==> config.mk <==
export PLATFORM = sky130hd
export DESIGN_NAME = axf_fw
export DESIGN_NICKNAME = d
export VERILOG_FILES = /design/src/rtl/axf_pkg.sv /design/src/rtl/axf_track_q.sv /design/src/rtl/axf_mode_ctl.sv /design/src/rtl/axf_fw.sv
export SDC_FILE = /design/constraint.sdc
export NUM_CORES = 1
export LEC_CHECK = 0
export BUFFER_PORTS_ARGS = -buffer_cell sky130_fd_sc_hd__buf_4
export CAP_MARGIN = 0
export CORE_UTILIZATION = 49
export DETAILED_ROUTE_END_ITERATION = 7
export PLACE_DENSITY_LB_ADDON = 0.05
export SLEW_MARGIN = 20
export SYNTH_ARGS = -nofsm -noshare
export SYNTH_HDL_FRONTEND = slang
export SYNTH_HIERARCHICAL = 1
export SYNTH_SLANG_ARGS = --single-unit
==> constraint.sdc <==
create_clock -name clk -period 4.5 [get_ports clk]
set_input_delay 0.9 -clock clk [delete_from_list [all_inputs] [get_ports clk]]
set_output_delay 0.9 -clock clk [all_outputs]
set_load 0.005 [all_outputs]
==> src/rtl/axf_pkg.sv <==
package axf_pkg;
  localparam logic [1:0]  RESP_OKAY   = 2'b00;
  localparam logic [1:0]  RESP_SLVERR = 2'b10;
  localparam logic [31:0] FILL_WORD   = 32'hDEADFA11;

  // bit i of the filler data: the 32-bit word tiled across the bus
  function automatic logic fill_bit(input int i);
    return FILL_WORD[i % 32];
  endfunction
endpackage

==> src/rtl/axf_track_q.sv <==
// Age-ordered tracker: index 0 is the oldest entry. Entries can be
// retired from any position (matching by ID), the rest shift down.
module axf_track_q #(
  parameter int DEPTH = 8,
  parameter int ID_W  = 2,
  parameter int LEN_W = 8
) (
  input  logic                         clk,
  input  logic                         rst_n,
  input  logic                         push_en,
  input  logic [ID_W-1:0]              push_id,
  input  logic [LEN_W-1:0]             push_len,
  input  logic                         hit_en,
  input  logic [ID_W-1:0]              hit_id,
  input  logic                         hit_last,
  input  logic                         wbeat_en,
  input  logic                         wbeat_last,
  output logic [$clog2(DEPTH+1)-1:0]   count,
  output logic                         full,
  output logic                         empty,
  output logic [ID_W-1:0]              head_id,
  output logic [LEN_W:0]               head_left,
  output logic                         head_wdone,
  output logic                         wneed
);
  localparam int BT_W  = LEN_W + 1;
  localparam int CNT_W = $clog2(DEPTH + 1);

  logic [ID_W-1:0]  q_id   [DEPTH];
  logic [BT_W-1:0]  q_left [DEPTH];
  logic             q_wd   [DEPTH];
  logic [CNT_W-1:0] cnt;

  logic [ID_W-1:0]  n_id   [DEPTH];
  logic [BT_W-1:0]  n_left [DEPTH];
  logic             n_wd   [DEPTH];
  logic [CNT_W-1:0] n_cnt;

  int   h_idx, w_idx;
  logic h_hit, w_hit;
  logic rm;

  // oldest entry with the given ID, and oldest entry still owed wlast
  always_comb begin
    h_hit = 1'b0; h_idx = 0;
    w_hit = 1'b0; w_idx = 0;
    for (int i = DEPTH - 1; i >= 0; i--) begin
      if (i < int'(cnt) && q_id[i] == hit_id) begin
        h_hit = 1'b1; h_idx = i;
      end
      if (i < int'(cnt) && !q_wd[i]) begin
        w_hit = 1'b1; w_idx = i;
      end
    end
  end

  always_comb begin
    logic [ID_W-1:0] m_id   [DEPTH];
    logic [BT_W-1:0] m_left [DEPTH];
    logic            m_wd   [DEPTH];
    for (int i = 0; i < DEPTH; i++) begin
      m_id[i] = q_id[i]; m_left[i] = q_left[i]; m_wd[i] = q_wd[i];
    end
    rm = 1'b0;
    if (wbeat_en && wbeat_last && w_hit) m_wd[w_idx] = 1'b1;
    if (hit_en && h_hit) begin
      if (hit_last) rm = 1'b1;
      else m_left[h_idx] = m_left[h_idx] - BT_W'(1);
    end
    for (int i = 0; i < DEPTH; i++) begin
      int j;
      j = (rm && i >= h_idx && i < DEPTH - 1) ? i + 1 : i;
      n_id[i] = m_id[j]; n_left[i] = m_left[j]; n_wd[i] = m_wd[j];
    end
    n_cnt = cnt - CNT_W'(rm);
    for (int i = 0; i < DEPTH; i++) begin
      if (push_en && i == int'(n_cnt)) begin
        n_id[i]   = push_id;
        n_left[i] = BT_W'(push_len) + BT_W'(1);
        n_wd[i]   = 1'b0;
      end
    end
    n_cnt = n_cnt + CNT_W'(push_en);
  end

  always_ff @(posedge clk) begin
    if (!rst_n) cnt <= '0;
    else        cnt <= n_cnt;
  end

  always_ff @(posedge clk) begin
    for (int i = 0; i < DEPTH; i++) begin
      q_id[i]   <= n_id[i];
      q_left[i] <= n_left[i];
      q_wd[i]   <= n_wd[i];
    end
  end

  assign count      = cnt;
  assign full       = (cnt == CNT_W'(DEPTH));
  assign empty      = (cnt == '0);
  assign head_id    = q_id[0];
  assign head_left  = q_left[0];
  assign head_wdone = q_wd[0];
  assign wneed      = w_hit;
endmodule

==> src/rtl/axf_mode_ctl.sv <==
module axf_mode_ctl (
  input  logic clk,
  input  logic rst_n,
  input  logic blk_req,
  input  logic unblk_req,
  input  logic rd_idle,
  input  logic wr_idle,
  output logic blocked
);
  logic blk_q;
  logic unblk_ok;

  assign unblk_ok = unblk_req && rd_idle && wr_idle;

  always_ff @(posedge clk) begin
    if (!rst_n)        blk_q <= 1'b0;
    else if (blk_req)  blk_q <= 1'b1;
    else if (unblk_ok) blk_q <= 1'b0;
  end

  assign blocked = blk_q;
endmodule

==> src/rtl/axf_fw.sv <==
module axf_fw
  import axf_pkg::*;
#(
  parameter int ID_W   = 2,
  parameter int ADDR_W = 16,
  parameter int DATA_W = 64,
  parameter int LEN_W  = 8,
  parameter int DEPTH  = 8
) (
  input  logic                clk,
  input  logic                rst_n,
  input  logic                blk_req,
  input  logic                unblk_req,
  output logic                rd_busy,
  output logic                wr_busy,
  input  logic                s_arvalid,
  output logic                s_arready,
  input  logic [ID_W-1:0]     s_arid,
  input  logic [ADDR_W-1:0]   s_araddr,
  input  logic [LEN_W-1:0]    s_arlen,
  output logic                s_rvalid,
  input  logic                s_rready,
  output logic [ID_W-1:0]     s_rid,
  output logic [DATA_W-1:0]   s_rdata,
  output logic [1:0]          s_rresp,
  output logic                s_rlast,
  input  logic                s_awvalid,
  output logic                s_awready,
  input  logic [ID_W-1:0]     s_awid,
  input  logic [ADDR_W-1:0]   s_awaddr,
  input  logic [LEN_W-1:0]    s_awlen,
  input  logic                s_wvalid,
  output logic                s_wready,
  input  logic [DATA_W-1:0]   s_wdata,
  input  logic [DATA_W/8-1:0] s_wstrb,
  input  logic                s_wlast,
  output logic                s_bvalid,
  input  logic                s_bready,
  output logic [ID_W-1:0]     s_bid,
  output logic [1:0]          s_bresp,
  output logic                m_arvalid,
  input  logic                m_arready,
  output logic [ID_W-1:0]     m_arid,
  output logic [ADDR_W-1:0]   m_araddr,
  output logic [LEN_W-1:0]    m_arlen,
  input  logic                m_rvalid,
  output logic                m_rready,
  input  logic [ID_W-1:0]     m_rid,
  input  logic [DATA_W-1:0]   m_rdata,
  input  logic [1:0]          m_rresp,
  input  logic                m_rlast,
  output logic                m_awvalid,
  input  logic                m_awready,
  output logic [ID_W-1:0]     m_awid,
  output logic [ADDR_W-1:0]   m_awaddr,
  output logic [LEN_W-1:0]    m_awlen,
  output logic                m_wvalid,
  input  logic                m_wready,
  output logic [DATA_W-1:0]   m_wdata,
  output logic [DATA_W/8-1:0] m_wstrb,
  output logic                m_wlast,
  input  logic                m_bvalid,
  output logic                m_bready,
  input  logic [ID_W-1:0]     m_bid,
  input  logic [1:0]          m_bresp
);
  localparam int CNT_W = $clog2(DEPTH + 1);
  localparam int BT_W  = LEN_W + 1;

  // named internal events, also used by the bound checker
  logic             blocked;
  logic             ar_fire, aw_fire, w_fire, r_fire, b_fire;
  logic [CNT_W-1:0] rd_cnt, wr_cnt;
  logic             rd_full, wr_full, rd_empty, wr_empty;
  logic [ID_W-1:0]  rq_head_id, wq_head_id;
  logic [BT_W-1:0]  rq_head_left;
  logic             wq_head_wdone, wq_wneed;
  logic [DATA_W-1:0] fill_data;

  logic [BT_W-1:0]  wq_left_unused;
  logic             rq_wdone_unused, rq_wneed_unused;

  always_comb begin
    for (int i = 0; i < DATA_W; i++) fill_data[i] = fill_bit(i);
  end

  // read command: pass-through or absorb
  assign s_arready = !rd_full && (blocked || m_arready);
  assign m_arvalid = s_arvalid && !rd_full && !blocked;
  assign m_arid    = s_arid;
  assign m_araddr  = s_araddr;
  assign m_arlen   = s_arlen;
  assign ar_fire   = s_arvalid && s_arready;

  // write command
  assign s_awready = !wr_full && (blocked || m_awready);
  assign m_awvalid = s_awvalid && !wr_full && !blocked;
  assign m_awid    = s_awid;
  assign m_awaddr  = s_awaddr;
  assign m_awlen   = s_awlen;
  assign aw_fire   = s_awvalid && s_awready;

  // write data: only for a recorded write still owed data
  assign s_wready = wq_wneed && (blocked || m_wready);
  assign m_wvalid = s_wvalid && wq_wneed && !blocked;
  assign m_wdata  = s_wdata;
  assign m_wstrb  = s_wstrb;
  assign m_wlast  = s_wlast;
  assign w_fire   = s_wvalid && s_wready;

  // read data: downstream or self-generated
  assign s_rvalid = blocked ? !rd_empty : m_rvalid;
  assign s_rid    = blocked ? rq_head_id : m_rid;
  assign s_rdata  = blocked ? fill_data : m_rdata;
  assign s_rresp  = blocked ? RESP_SLVERR : m_rresp;
  assign s_rlast  = blocked ? (rq_head_left == BT_W'(1)) : m_rlast;
  assign m_rready = blocked || s_rready;
  assign r_fire   = s_rvalid && s_rready;

  // write response
  assign s_bvalid = blocked ? (!wr_empty && wq_head_wdone) : m_bvalid;
  assign s_bid    = blocked ? wq_head_id : m_bid;
  assign s_bresp  = blocked ? RESP_SLVERR : m_bresp;
  assign m_bready = blocked || s_bready;
  assign b_fire   = s_bvalid && s_bready;

  assign rd_busy = !rd_empty || s_arvalid;
  assign wr_busy = !wr_empty || s_awvalid || s_wvalid;

  axf_mode_ctl i_mode (
    .clk       (clk),
    .rst_n     (rst_n),
    .blk_req   (blk_req),
    .unblk_req (unblk_req),
    .rd_idle   (!rd_busy),
    .wr_idle   (!wr_busy),
    .blocked   (blocked)
  );

  axf_track_q #(.DEPTH(DEPTH), .ID_W(ID_W), .LEN_W(LEN_W)) i_rq (
    .clk        (clk),
    .rst_n      (rst_n),
    .push_en    (ar_fire),
    .push_id    (s_arid),
    .push_len   (s_arlen),
    .hit_en     (r_fire),
    .hit_id     (s_rid),
    .hit_last   (s_rlast),
    .wbeat_en   (1'b0),
    .wbeat_last (1'b0),
    .count      (rd_cnt),
    .full       (rd_full),
    .empty      (rd_empty),
    .head_id    (rq_head_id),
    .head_left  (rq_head_left),
    .head_wdone (rq_wdone_unused),
    .wneed      (rq_wneed_unused)
  );

  axf_track_q #(.DEPTH(DEPTH), .ID_W(ID_W), .LEN_W(LEN_W)) i_wq (
    .clk        (clk),
    .rst_n      (rst_n),
    .push_en    (aw_fire),
    .push_id    (s_awid),
    .push_len   (s_awlen),
    .hit_en     (b_fire),
    .hit_id     (s_bid),
    .hit_last   (1'b1),
    .wbeat_en   (w_fire),
    .wbeat_last (s_wlast),
    .count      (wr_cnt),
    .full       (wr_full),
    .empty      (wr_empty),
    .head_id    (wq_head_id),
    .head_left  (wq_left_unused),
    .head_wdone (wq_head_wdone),
    .wneed      (wq_wneed)
  );
endmodule

[Word-level counts from Yosys, hierarchy flattened]
Memory sizes are Yosys's and may differ from the RTL's.
Index checks and enable logic that the tools add are counted.
Word-level totals
  register bits: 9
  bits in writable memories: 112
  input port bits: 212
  output and inout bits: 210
  logic and storage cells: 418
  memories: 4
Memories
  i_rq.q_left: depth 8, bits a word 9, rd ports 8, clocked after Yosys merged registers in 0, write ports 8, RTL line axf_track_q.sv:30  | logic [BT_W-1:0] q_left [DEPTH];
  i_rq.q_id: depth 8, bits a word 2, rd ports 8, clocked after Yosys merged registers in 0, write ports 8, RTL line axf_track_q.sv:29  | logic [ID_W-1:0] q_id [DEPTH];
  i_wq.q_id: depth 8, bits a word 2, rd ports 8, clocked after Yosys merged registers in 0, write ports 8, RTL line axf_track_q.sv:29
  i_wq.q_wd: depth 8, bits a word 1, rd ports 8, clocked after Yosys merged registers in 0, write ports 8, RTL line axf_track_q.sv:31  | logic q_wd [DEPTH];
Operators by class
  add/subtract/negate cells: 6
  $lt $le $gt $ge: 48
  eq/ne operators: 33
  muxes and demuxes: 202
  bitwise operators: 17
  reductions and logical operators: 105
Operators by type and width (count)
  $mux W32: 21
  $ge A32 B4 Y1 const B: 16
  $not A32 Y32: 16
  $mux W9: 25
  $bmux W9 S3: 8
  $ge A4 B32 Y1 const A: 6
  $mux W72: 2
  $ge A3 B32 Y1 const A: 4
  $mux W2: 52
  $bmux W2 S3: 14
  $logic_and A1 B1 Y1: 77
  $bwmux W72: 1
  $ge A1 B32 Y1 const A: 2
  $ge A2 B32 Y1 const A: 2
  $lt A32 B1 Y1 const B: 2
  $mux W64: 1
  $mux W1: 63
  $eq A2 B2 Y1: 16
  $eq A4 B4 Y1 const A: 8
  $lt A3 B4 Y1 const A: 8
  $demux W9 S3: 1
  $bmux W1 S3: 7
  $eq A3 B4 Y1 const A: 4
  $logic_not A4 Y1: 4
  other kinds (16): 51

[Logic depth before layout (Yosys ltp)]
An unclocked memory read counts as a cell.
  depth after elaboration: 24
  mapped depth: 19
  gate-level depth less buffers: 16

[Modules after synthesis]
The synthesis kept the hierarchy.
Modules (own cells, without submodules)
  axf_track_q at i_rq: instances 1, cells an instance 898, area an instance 6820.3 um^2, seq. area each 2162.1 um^2
  axf_track_q at i_wq: instances 1, cells an instance 815, area an instance 6398.6 um^2, seq. area each 2162.1 um^2
  axf_fw: instances 1, cells an instance 242, area an instance 1646.6 um^2, seq. area each 0.0 um^2
  axf_mode_ctl: instances 1, cells an instance 4, area an instance 37.5 um^2, seq. area each 20.0 um^2

[Least setup slack after synthesis]
No wires, ideal clock.
  path kind: input -> register
  start point: input m_rid[0]
  end point: memory i_rq.q_id[7][0], in the netlist i_rq/q_id[1][6] (enable)
  setup time: 0.349 ns
  arrival: 4.386 ns
  data required time: 4.151 ns
  setup slack: -0.235 ns
  cell stages on the path: 16
  path buffers: 4
  cells stage by stage: mux2_2 > buf_4 > xor2_2 > a2bb2o_2 > and2_1 > clkbuf_1 > nor3_1 > a21oi_1 > ha_1 > ha_1 > inv_1 > nand3_1 > or3_1 > clkbuf_1 > inv_1 > clkbuf_1
RTL lines
  start, declared: RTL line axf_fw.sv:48  | input logic [ID_W-1:0] m_rid,
  end, declared: RTL line axf_track_q.sv:29

==> metrics.cfg <==
[drt]
routed_via_density=5.96
ant_nets=0
drc=0
vias=10500
drt-pass1-iter-count=6
totalWireLength_um=44300
dr.first_iter.drc_count=950
drt-wirelength-per-cell_um=25.2

[setup_path]
cp-end-kind=flip-flop
crit_path_top_delay_cell=nor2_1
crit_top_cell=buf_4
cp_data_arrival_time_ns=4.58
start_kind=input pin
crit_chain=buf_4 -> mux2_2 -> buf_4 -> xor2_1 -> a211oi_4 -> buf_4 -> nor2_1 -> a31oi_4 -> a211oi_1 -> a211o_1 -> ha_1 -> nand3_1 -> o21a_1 -> or2_1 -> o31ai_1
path_buf_inv=3
path_class=in2reg
cp_max_fo=8
crit_family=compound AO/OA/AOI/OAI gates
worstPathRequired_ns=4.82
cpPeakStageDelay_ns=0.42

[floorplan]
die_w_um=146
initial_core_util_pct=50.1
die_h_um=146
pin_count=422
coreArea_sq_um=20200
dieArea_sq_um=21300
num_rows=52

[cts]
clkSinkCount=121
path_clk_slew_ns=0.06
cts-root-to-sink-buffers=2
worstSkewPairLatency_ns=0.42
numCtsBuffers=17
cts_max_level=4
cts_tree=built
root_buffer=clkbuf_16

[finish]
mostFrequentLayoutCells=buf_4, nand2_1, nor2_1
final_common_cell=buf_4
final_nets=1693
syn2layout_area_growth_pct=19.5
final_util_pct=59.9
drive_gt1_share_pct=28.5

[placement]
dp_hpwl_um=36600
portBuffers=197
gp_congestion=0.997
pre_cts_slack_ns=-0.0614

[power]
finalPower_w=0.00507
power_density_nw_per_um2=418
ir_drop_mv=0.322
power_leakage_nw=5.46

[min_path]
holdCritPathClass=reg2reg

[status]
status=finished, final reports clean

[sta]
final_hold_viol_count=0
fin_skew_ns=0.0137
fin_crit_sh_pct=94.6
clock.fmax_ghz=0.235
setup_viol=0
final.min_clock_period_ns=4.26
slew_viol_final=0
rsz0062_at_grt=false
max_slew_margin_pct=35.6
fin_ws_ns=0.242
hold-worst-slack_ns=0.500
worst_pin_slew_ns=0.962

[global_routing]
grt_pass1_wl_um=63900
grt_max_degree=35
antenna_found_initial=4
grt_pass1_vias=9820
grt_usage_pct=41.0
grt-ovfl-total=0

[synth]
netlist_area_sq_um=10100
ys_warn_count=6
syn_inst=1352
avgSynthCellArea_sq_um=7.50

[job]
max_cap_viol_count=0

-- state kept, by name, summed over array words and instances, names as in the netlist --
name,count
i_mode/blocked,1
i_rq/q_left,72
i_rq/q_id,16
i_wq/q_wd,8
i_wq/q_id,16
i_wq/count,4
i_rq/count,4
-- worst register-to-register path, stage by stage (launching register included) --
cell,delay [ns]
dfxtp_4,0.46
mux2_2,0.49
buf_4,0.19
xor2_1,0.24
a211oi_4,0.09
buf_4,0.16
nor2_1,0.42
a31oi_4,0.25
a211oi_1,0.29
a211o_1,0.23
ha_1,0.21
nand3_1,0.20
o21a_1,0.28
or2_1,0.35
o31ai_1,0.30
-- final cells by class --
type,count,area (sq um)
tap,270,338
multi-input combinational,970,5810
sequential,121,2750
clock inverter,11,133
antenna,4,10.0
clock buffer,21,482
inverter,33,124
timing repair buffer,328,2470
fill,1907,8110
-- through the flow --
stage | cells | instance area (sq um) | TNS [ns]
finish | 1758 | 12100 | 0
global route | 1758 | 12100 | 0
CTS | 1753 | 12100 | 0
detailed placement | 1721 | 11500 | -0.216
global placement | 1721 | 11500 | 0
floorplan | 1353 | 10200 | 0
-- repair_timing --
| item | CTS | global route |
|---|---|---|
| endpoints found under the setup margin | 0 | 10 |
| hold buffers | 0 | 0 |
| gates resized for setup | 0 | 1 |
| setup buffers | 0 | 1 |
-- metal layers --
layer / GRT usage (%) / routed length (um) / vias up
met3: 13.4 / 4360 / 128
met4: 24.1 / 2790 / 2
met2: 69.6 / 21100 / 586
met1: 44.4 / 16000 / 4961
met5: 2.50 / 70 / -
li1: - / - / 4800
-- power breakdown --
part | leakage [nW] | internal [W] | switching [W]
clock | 0.300 | 0.000885 | 0.000541
combinational | 4.13 | 0.000873 | 0.00102
sequential | 1.04 | 0.00141 | 0.000339
-- final timing paths --
path                               start                         end  slack [ns]  depth (start not counted)
max reg2reg  i_mode/blocked$_SDFFE_PN0P_   i_rq/q_left[1][6]$_DFF_P_        0.25                         14
min           i_rq/q_left[1][23]$_DFF_P_  i_rq/q_left[1][23]$_DFF_P_        0.50                          2
max                             m_rid[1]   i_rq/q_left[1][6]$_DFF_P_        0.24                         15
min reg2reg   i_rq/q_left[1][23]$_DFF_P_  i_rq/q_left[1][23]$_DFF_P_        0.50                          2
(Power assumes the default switching activity.)
